$ cat src/rtl/tx_desc_pkg.sv
package tx_desc_pkg;

    localparam int SIZE_W = 13;
    localparam int THR_W  = 6;
    localparam int NCC_W  = 4;
    localparam int THR_CMP_W = 16;

    // Status word; field positions are software visible.
    typedef struct packed {
        logic             crs;      // 31 carrier lost
        logic             tabt;     // 30 abort
        logic             owc;      // 29 late collision
        logic             cdh;      // 28 heartbeat fail
        logic [NCC_W-1:0] ncc;      // 27:24 collisions
        logic [1:0]       rsv;      // 23:22
        logic [THR_W-1:0] thr;      // 21:16 early-start code
        logic             tok;      // 15
        logic             tun;      // 14
        logic             own;      // 13
        logic [SIZE_W-1:0] size;    // 12:0
    } tx_desc_t;

    typedef struct packed {
        logic             ok;
        logic             underrun;
        logic             carrier_lost;
        logic             abort;
        logic             late_coll;
        logic             hb_fail;
        logic [NCC_W-1:0] coll_cnt;
    } tx_result_t;

    typedef enum logic [0:0] {
        ST_IDLE = 1'b0,
        ST_BUSY = 1'b1
    } tx_state_e;

    localparam tx_desc_t DESC_RESET = '{own: 1'b1, default: '0};

    function automatic logic [THR_CMP_W-1:0] thr_bytes(
        input logic [THR_W-1:0] code,
        input int unsigned      unit_b,
        input int unsigned      floor_b
    );
        if (code == '0)
            return THR_CMP_W'(floor_b);
        return THR_CMP_W'(code) * THR_CMP_W'(unit_b);
    endfunction

    function automatic tx_desc_t from_write(input logic [31:0] w);
        tx_desc_t wv;
        tx_desc_t n;
        wv     = tx_desc_t'(w);
        n      = '0;
        n.size = wv.size;
        n.thr  = wv.thr;
        n.own  = wv.own;
        return n;
    endfunction

    function automatic tx_desc_t with_result(
        input tx_desc_t   d,
        input tx_result_t r,
        input logic       fast
    );
        tx_desc_t n;
        n      = d;
        n.crs  = r.carrier_lost;
        n.tabt = r.abort;
        n.owc  = r.late_coll;
        n.cdh  = r.hb_fail & ~fast;
        n.ncc  = r.coll_cnt;
        n.tun  = r.underrun;
        n.tok  = r.ok & ~r.underrun;
        return n;
    endfunction

    function automatic tx_desc_t keep_owner(input tx_desc_t d);
        tx_desc_t n;
        n     = '0;
        n.own = d.own;
        return n;
    endfunction

endpackage

$ cat src/rtl/tx_desc_store.sv
module tx_desc_store
    import tx_desc_pkg::*;
#(
    parameter int NUM_DESC = 4,
    parameter int IDX_W    = $clog2(NUM_DESC)
) (
    input  logic                      clk,
    input  logic                      rst,
    input  logic                      soft_rst,
    input  logic                      wr_en,
    input  logic                      wr_full,
    input  logic [IDX_W-1:0]          wr_idx,
    input  logic [31:0]               wdata,
    input  logic                      rec_en,
    input  logic [IDX_W-1:0]          rec_idx,
    input  tx_result_t                rec_res,
    input  logic                      fast,
    input  logic                      dma_done,
    input  logic [IDX_W-1:0]          dma_idx,
    output tx_desc_t [NUM_DESC-1:0]   desc_q
);

    for (genvar i = 0; i < NUM_DESC; i++) begin : g_desc
        tx_desc_t nxt_d;
        logic     hit_wr;
        logic     hit_rec;
        logic     hit_dma;

        assign hit_wr  = wr_en & wr_full & (wr_idx == IDX_W'(i));
        assign hit_rec = rec_en & (rec_idx == IDX_W'(i));
        assign hit_dma = dma_done & (dma_idx == IDX_W'(i));

        // Software write wins over hardware updates in the same cycle.
        always_comb begin
            nxt_d = desc_q[i];
            if (hit_rec)
                nxt_d = with_result(nxt_d, rec_res, fast);
            if (hit_dma)
                nxt_d.own = 1'b1;
            if (hit_wr)
                nxt_d = from_write(wdata);
        end

        always_ff @(posedge clk) begin
            if (rst)
                desc_q[i] <= DESC_RESET;
            else if (soft_rst)
                desc_q[i] <= keep_owner(desc_q[i]);
            else
                desc_q[i] <= nxt_d;
        end
    end

endmodule

$ cat src/rtl/tx_thr_gate.sv
module tx_thr_gate
    import tx_desc_pkg::*;
#(
    parameter int CNT_W    = 12,
    parameter int THR_UNIT = 32,
    parameter int THR_MIN  = 8
) (
    input  logic [THR_W-1:0] thr_code,
    input  logic [CNT_W-1:0] fifo_count,
    input  logic             pkt_done,
    output logic             ready
);

    localparam int CMP_W = (CNT_W > THR_CMP_W) ? CNT_W : THR_CMP_W;

    logic [CMP_W-1:0] need_b;
    logic [CMP_W-1:0] have_b;

    assign need_b = CMP_W'(thr_bytes(thr_code, THR_UNIT, THR_MIN));
    assign have_b = CMP_W'(fifo_count);
    assign ready  = pkt_done | (have_b >= need_b);

endmodule

$ cat src/rtl/tx_start_ctrl.sv
module tx_start_ctrl
    import tx_desc_pkg::*;
#(
    parameter int NUM_DESC   = 4,
    parameter int IDX_W      = $clog2(NUM_DESC),
    parameter int LONG_LIMIT = 1792
) (
    input  logic                    clk,
    input  logic                    rst,
    input  logic                    soft_rst,
    input  tx_desc_t [NUM_DESC-1:0] desc_q,
    input  logic                    ready,
    input  logic                    res_valid,
    output logic [IDX_W-1:0]        cur_idx,
    output logic                    tx_start,
    output logic                    rec_en,
    output logic                    busy
);

    localparam logic [IDX_W-1:0] LAST_IDX = IDX_W'(NUM_DESC - 1);

    tx_state_e        state_q;
    logic             long_wait_q;
    logic [IDX_W-1:0] long_idx_q;
    logic             long_block;
    logic             go;
    logic             cur_long;
    logic [IDX_W-1:0] next_idx;

    assign long_block = long_wait_q & ~desc_q[long_idx_q].own;
    assign go         = (state_q == ST_IDLE) & ~desc_q[cur_idx].own & ~long_block & ready;
    assign busy       = (state_q == ST_BUSY);
    assign rec_en     = busy & res_valid;
    assign cur_long   = (32'(desc_q[cur_idx].size) > 32'(LONG_LIMIT));
    assign next_idx   = (cur_idx == LAST_IDX) ? '0 : cur_idx + 1'b1;

    always_ff @(posedge clk) begin
        if (rst || soft_rst) begin
            state_q     <= ST_IDLE;
            cur_idx     <= '0;
            tx_start    <= 1'b0;
            long_wait_q <= 1'b0;
            long_idx_q  <= '0;
        end else begin
            tx_start <= go;
            if (go)
                state_q <= ST_BUSY;
            if (rec_en) begin
                state_q     <= ST_IDLE;
                cur_idx     <= next_idx;
                long_wait_q <= cur_long;
                long_idx_q  <= cur_idx;
            end else if (long_wait_q && desc_q[long_idx_q].own) begin
                long_wait_q <= 1'b0;
            end
        end
    end

endmodule

$ cat src/rtl/tx_desc_unit.sv
module tx_desc_unit
    import tx_desc_pkg::*;
#(
    parameter int NUM_DESC   = 4,
    parameter int CNT_W      = 12,
    parameter int THR_UNIT   = 32,
    parameter int THR_MIN    = 8,
    parameter int LONG_LIMIT = 1792,
    localparam int IDX_W     = $clog2(NUM_DESC)
) (
    input  logic                  clk,
    input  logic                  rst,
    input  logic                  soft_rst,
    input  logic                  reg_wr_en,
    input  logic                  reg_wr_full,
    input  logic [IDX_W-1:0]      reg_addr,
    input  logic [31:0]           reg_wdata,
    output logic [31:0]           reg_rdata,
    input  logic [CNT_W-1:0]      fifo_count,
    input  logic                  fifo_pkt_done,
    input  logic                  dma_done,
    input  logic [IDX_W-1:0]      dma_idx,
    input  logic                  tx_res_valid,
    input  logic                  res_ok,
    input  logic                  res_underrun,
    input  logic                  res_carrier_lost,
    input  logic                  res_abort,
    input  logic                  res_late_coll,
    input  logic                  res_hb_fail,
    input  logic [NCC_W-1:0]      res_coll_cnt,
    input  logic                  link_100,
    output logic                  tx_start,
    output logic [IDX_W-1:0]      cur_idx
);

    tx_desc_t [NUM_DESC-1:0] desc_all;
    tx_result_t              res_bus;
    logic                    rec_en;
    logic                    busy;
    logic                    ready;

    assign res_bus = '{ok:           res_ok,
                       underrun:     res_underrun,
                       carrier_lost: res_carrier_lost,
                       abort:        res_abort,
                       late_coll:    res_late_coll,
                       hb_fail:      res_hb_fail,
                       coll_cnt:     res_coll_cnt};

    tx_desc_store #(
        .NUM_DESC (NUM_DESC),
        .IDX_W    (IDX_W)
    ) u_store (
        .clk      (clk),
        .rst      (rst),
        .soft_rst (soft_rst),
        .wr_en    (reg_wr_en),
        .wr_full  (reg_wr_full),
        .wr_idx   (reg_addr),
        .wdata    (reg_wdata),
        .rec_en   (rec_en),
        .rec_idx  (cur_idx),
        .rec_res  (res_bus),
        .fast     (link_100),
        .dma_done (dma_done),
        .dma_idx  (dma_idx),
        .desc_q   (desc_all)
    );

    tx_thr_gate #(
        .CNT_W    (CNT_W),
        .THR_UNIT (THR_UNIT),
        .THR_MIN  (THR_MIN)
    ) u_gate (
        .thr_code   (desc_all[cur_idx].thr),
        .fifo_count (fifo_count),
        .pkt_done   (fifo_pkt_done),
        .ready      (ready)
    );

    tx_start_ctrl #(
        .NUM_DESC   (NUM_DESC),
        .IDX_W      (IDX_W),
        .LONG_LIMIT (LONG_LIMIT)
    ) u_ctrl (
        .clk       (clk),
        .rst       (rst),
        .soft_rst  (soft_rst),
        .desc_q    (desc_all),
        .ready     (ready),
        .res_valid (tx_res_valid),
        .cur_idx   (cur_idx),
        .tx_start  (tx_start),
        .rec_en    (rec_en),
        .busy      (busy)
    );

    assign reg_rdata = desc_all[reg_addr];

endmodule

$ cat config.mk
export PLATFORM = sky130hd
export DESIGN_NAME = tx_desc_unit
export DESIGN_NICKNAME = d
export VERILOG_FILES = /design/src/rtl/tx_desc_pkg.sv /design/src/rtl/tx_desc_store.sv /design/src/rtl/tx_thr_gate.sv /design/src/rtl/tx_start_ctrl.sv /design/src/rtl/tx_desc_unit.sv
export SDC_FILE = /design/constraint.sdc
export NUM_CORES = 1
export LEC_CHECK = 0
export CAP_MARGIN = 20
export CORE_UTILIZATION = 51
export DETAILED_ROUTE_END_ITERATION = 10
export GPL_ROUTABILITY_DRIVEN = 0
export GPL_TIMING_DRIVEN = 0
export PLACE_DENSITY = 0.85
export SLEW_MARGIN = 20
export SYNTH_ARGS = -nofsm -noshare
export SYNTH_HDL_FRONTEND = slang
export SYNTH_HIERARCHICAL = 1
export SYNTH_SLANG_ARGS = --single-unit
$ cat constraint.sdc
create_clock -name clk -period 3.6 [get_ports clk]
set_clock_uncertainty 0.05 [all_clocks]
set_input_delay 0.36 -clock clk [delete_from_list [all_inputs] [get_ports clk]]
set_output_delay 0.36 -clock clk [all_outputs]
set_load 0.05 [all_outputs]
==> flow_metrics.env <==
export IMPL_final_common_cell="nand2_1"
export IMPL_whs_ps=406
export IMPL_finalHoldViolCount=0
export IMPL_synth_edf_count=0
export IMPL_setup_violations=0
export IMPL_arrival_ps=3760
export IMPL_cts_htree_levels=4
export IMPL_synth_cell_types=51
export IMPL_critPathLaunchType="register"
export IMPL_cp_max_fo=9
export IMPL_core_um2=11700
export IMPL_setup_worst_path_class="register to register"
export IMPL_min_period_ps=3460
export IMPL_ios=102
export IMPL_grt_antenna_before_repair=0
export IMPL_cts_tree="built"
export IMPL_slew_violations=0
export IMPL_worst_pin_slew_ps=752
export IMPL_cts_reportedPaths_clkPinSlew_ps=60
export IMPL_antenna_left=0
export IMPL_cts_setup_buffers=0
export IMPL_syn_avg_cell_area_um2=9.62
export IMPL_vias_per_cell=6.01
export IMPL_grt_pass1_vias=5654
export IMPL_dieArea_um2=12600
export IMPL_num_fill_cells=823
export IMPL_preCtsSetupSlack_ps=163
export IMPL_crit_required_ps=3900
export IMPL_setup_slack_ps=142
export IMPL_dp_cells=884
export IMPL_die_height_um=112
export IMPL_insertion_delay_ps=420
export IMPL_drt_pass1_iterations=6
export IMPL_yosys_warnings=6
export IMPL_drive_gt1_share_pct=21.0
export IMPL_hold_buffers=0
export IMPL_stdcell_count=916
export IMPL_maxSlewHeadroom_pct=49.8
export IMPL_status="complete, no violations"
export IMPL_rows=39
export IMPL_cts_root_buf="clkbuf_16"
export IMPL_dr_wl_met2_um=8810
export IMPL_maxCapViolations=0
export IMPL_layout_common_cells="184 x nand2_1, 127 x dfxtp_1, 87 x clkdlybuf4s50_1"
export IMPL_wl_met3_um=1720
export IMPL_clock_fmax_mhz=289
export IMPL_vias=5501
export IMPL_dpl_instance_area_um2=7300
export IMPL_n_antenna_cell=0
export IMPL_io_buffers=87
export IMPL_finalCritPeriodShare_pct=96.0
export IMPL_die_x_um=112
export IMPL_fin_nets=835
export IMPL_tns_ps=0
export IMPL_wl_um=17900
export IMPL_ys_seq_elements=127
export IMPL_dp_hpwl_um=12000
export IMPL_grt_pass1_wl_um=28300
export IMPL_yosysTopAreaCell="dfxtp_1"
export IMPL_cts_max_path_buffers=2
export IMPL_grt_max_degree=20
export IMPL_power_density_nw_per_um2=440
export IMPL_wl_per_cell_um=19.6
export IMPL_syn_area_um2=6220
export IMPL_drc=0
export IMPL_rsz0062_at_grt="no"
export IMPL_cts_resized=0
export IMPL_drt_initial_drc_count=472
export IMPL_grt_overflow=0
export IMPL_fin_area_um2=7920
export IMPL_cp_end_kind="register"
export IMPL_cts_sinks=127
export IMPL_hold_class="register to register"
export IMPL_synth_top_cell_area_share_pct=40.9
export IMPL_synthArstFlopShare_pct=0
export IMPL_peakVddDrop_v=0.000241
export IMPL_top_layer="met4"
export IMPL_grt_usage_pct=29.4
export IMPL_synth_main_ff_cell="dfxtp_1"
export IMPL_start_util_pct=53.3
export IMPL_wl_met1_um=6890
export IMPL_syn_inst=647
export IMPL_ys_seq_area_share_pct=40.9
export IMPL_synthTopCellsByArea="dfxtp_1 41%, mux4_2 14%, nand2_1 11%"
export IMPL_cts_buffers=17
export IMPL_area_growth_syn_to_layout_pct=27.2
export IMPL_p_leak_uw=0.00275
## registers in the layout (all words and copies together), names as in the netlist
| register | cells |
|---|---|
| u_store/desc_q | 120 |
| u_ctrl/long_wait_q | 1 |
| u_ctrl/busy | 1 |
| u_ctrl/long_idx_q | 2 |
| u_ctrl/cur_idx | 2 |
| u_ctrl/tx_start | 1 |
## stage by stage
stage	total power (uW)	utilization, %
after CTS	3490	67.8
after global placement	1720	62.6
after detailed placement	1730	62.6
final	3480	67.9
after global routing	3570	67.9
after floorplan	1600	-
## final cells by class
type / count / area, um2 / area share, %
clock buffer: 20 / 457 / 5.77
buffer: 48 / 365 / 4.62
tap: 143 / 179 / 2.26
inverter: 8 / 30.0 / 0.379
sequential: 127 / 2540 / 32.1
timing repair buffer: 87 / 871 / 11.0
multi-input combinational: 471 / 3310 / 41.8
clock inverter: 12 / 159 / 2.01
## critical path, cell delays in order (launching register included)
cell and delay [ps]:
dfxtp_1 510, clkbuf_4 310, mux4_2 550, inv_1 120
nand4_1 100, nor3_1 150, ha_1 140, or4b_1 440
a211o_1 320, o211ai_2 80, or4b_4 490, nor2_1 140
## synth_stat cells, types with 2 or more instances
library cell  count
a2111oi_0         2
a21oi_1          57
a21oi_2          41
and4b_1           2
buf_12            3
buf_2            19
buf_4            13
buf_6             8
clkbuf_1          3
dfxtp_1         127
ha_1              8
inv_1             8
mux2i_1          30
mux4_1            2
mux4_2           38
nand2_1         184
nand2_2           4
nand3b_1          2
nand4_1           4
nand4b_1          5
nor2_1           36
nor2b_1           3
nor3_1            4
nor3b_1           6
nor4_1            9
o21ai_0           2
o31a_1            2
or4b_1            2
## cell families after synthesis
family	synth area share [%]
multiplexers	19.4
flip-flops	40.9
adder cells (fa/ha/maj)	1.61
other	0.0603
AO/OA/AOI/OAI	12.3
AND/OR/NAND/NOR	19.4
buffers and inverters	6.32
## where the power goes
part	internal, uW	switching (uW)
registers	1410	7.19
clock network	1130	648
logic	128	159
total	2670	814
## path summary, 6_finish.rpt
| check | from | end | slack, ps | depth (start not counted) |
|---|---|---|---|---|
| setup / recovery | u_ctrl/cur_idx[0] | u_ctrl/tx_start | 140 | 11 |
| hold / removal | u_store/desc_q[122] | u_store/desc_q[122] | 410 | 2 |
| setup reg to reg | u_ctrl/cur_idx[0] | u_ctrl/tx_start | 140 | 11 |
| hold reg to reg | u_store/desc_q[122] | u_store/desc_q[122] | 410 | 2 |
## per-layer routing
metal  track usage (%)  vias to the layer above
li1                  -                     2494
met1              35.0                     2618
met2              49.6                      341
met3              7.13                       48
met4              15.2                        0
met5                 0                        -
No activity file was read; power rests on OpenSTA's default activity.
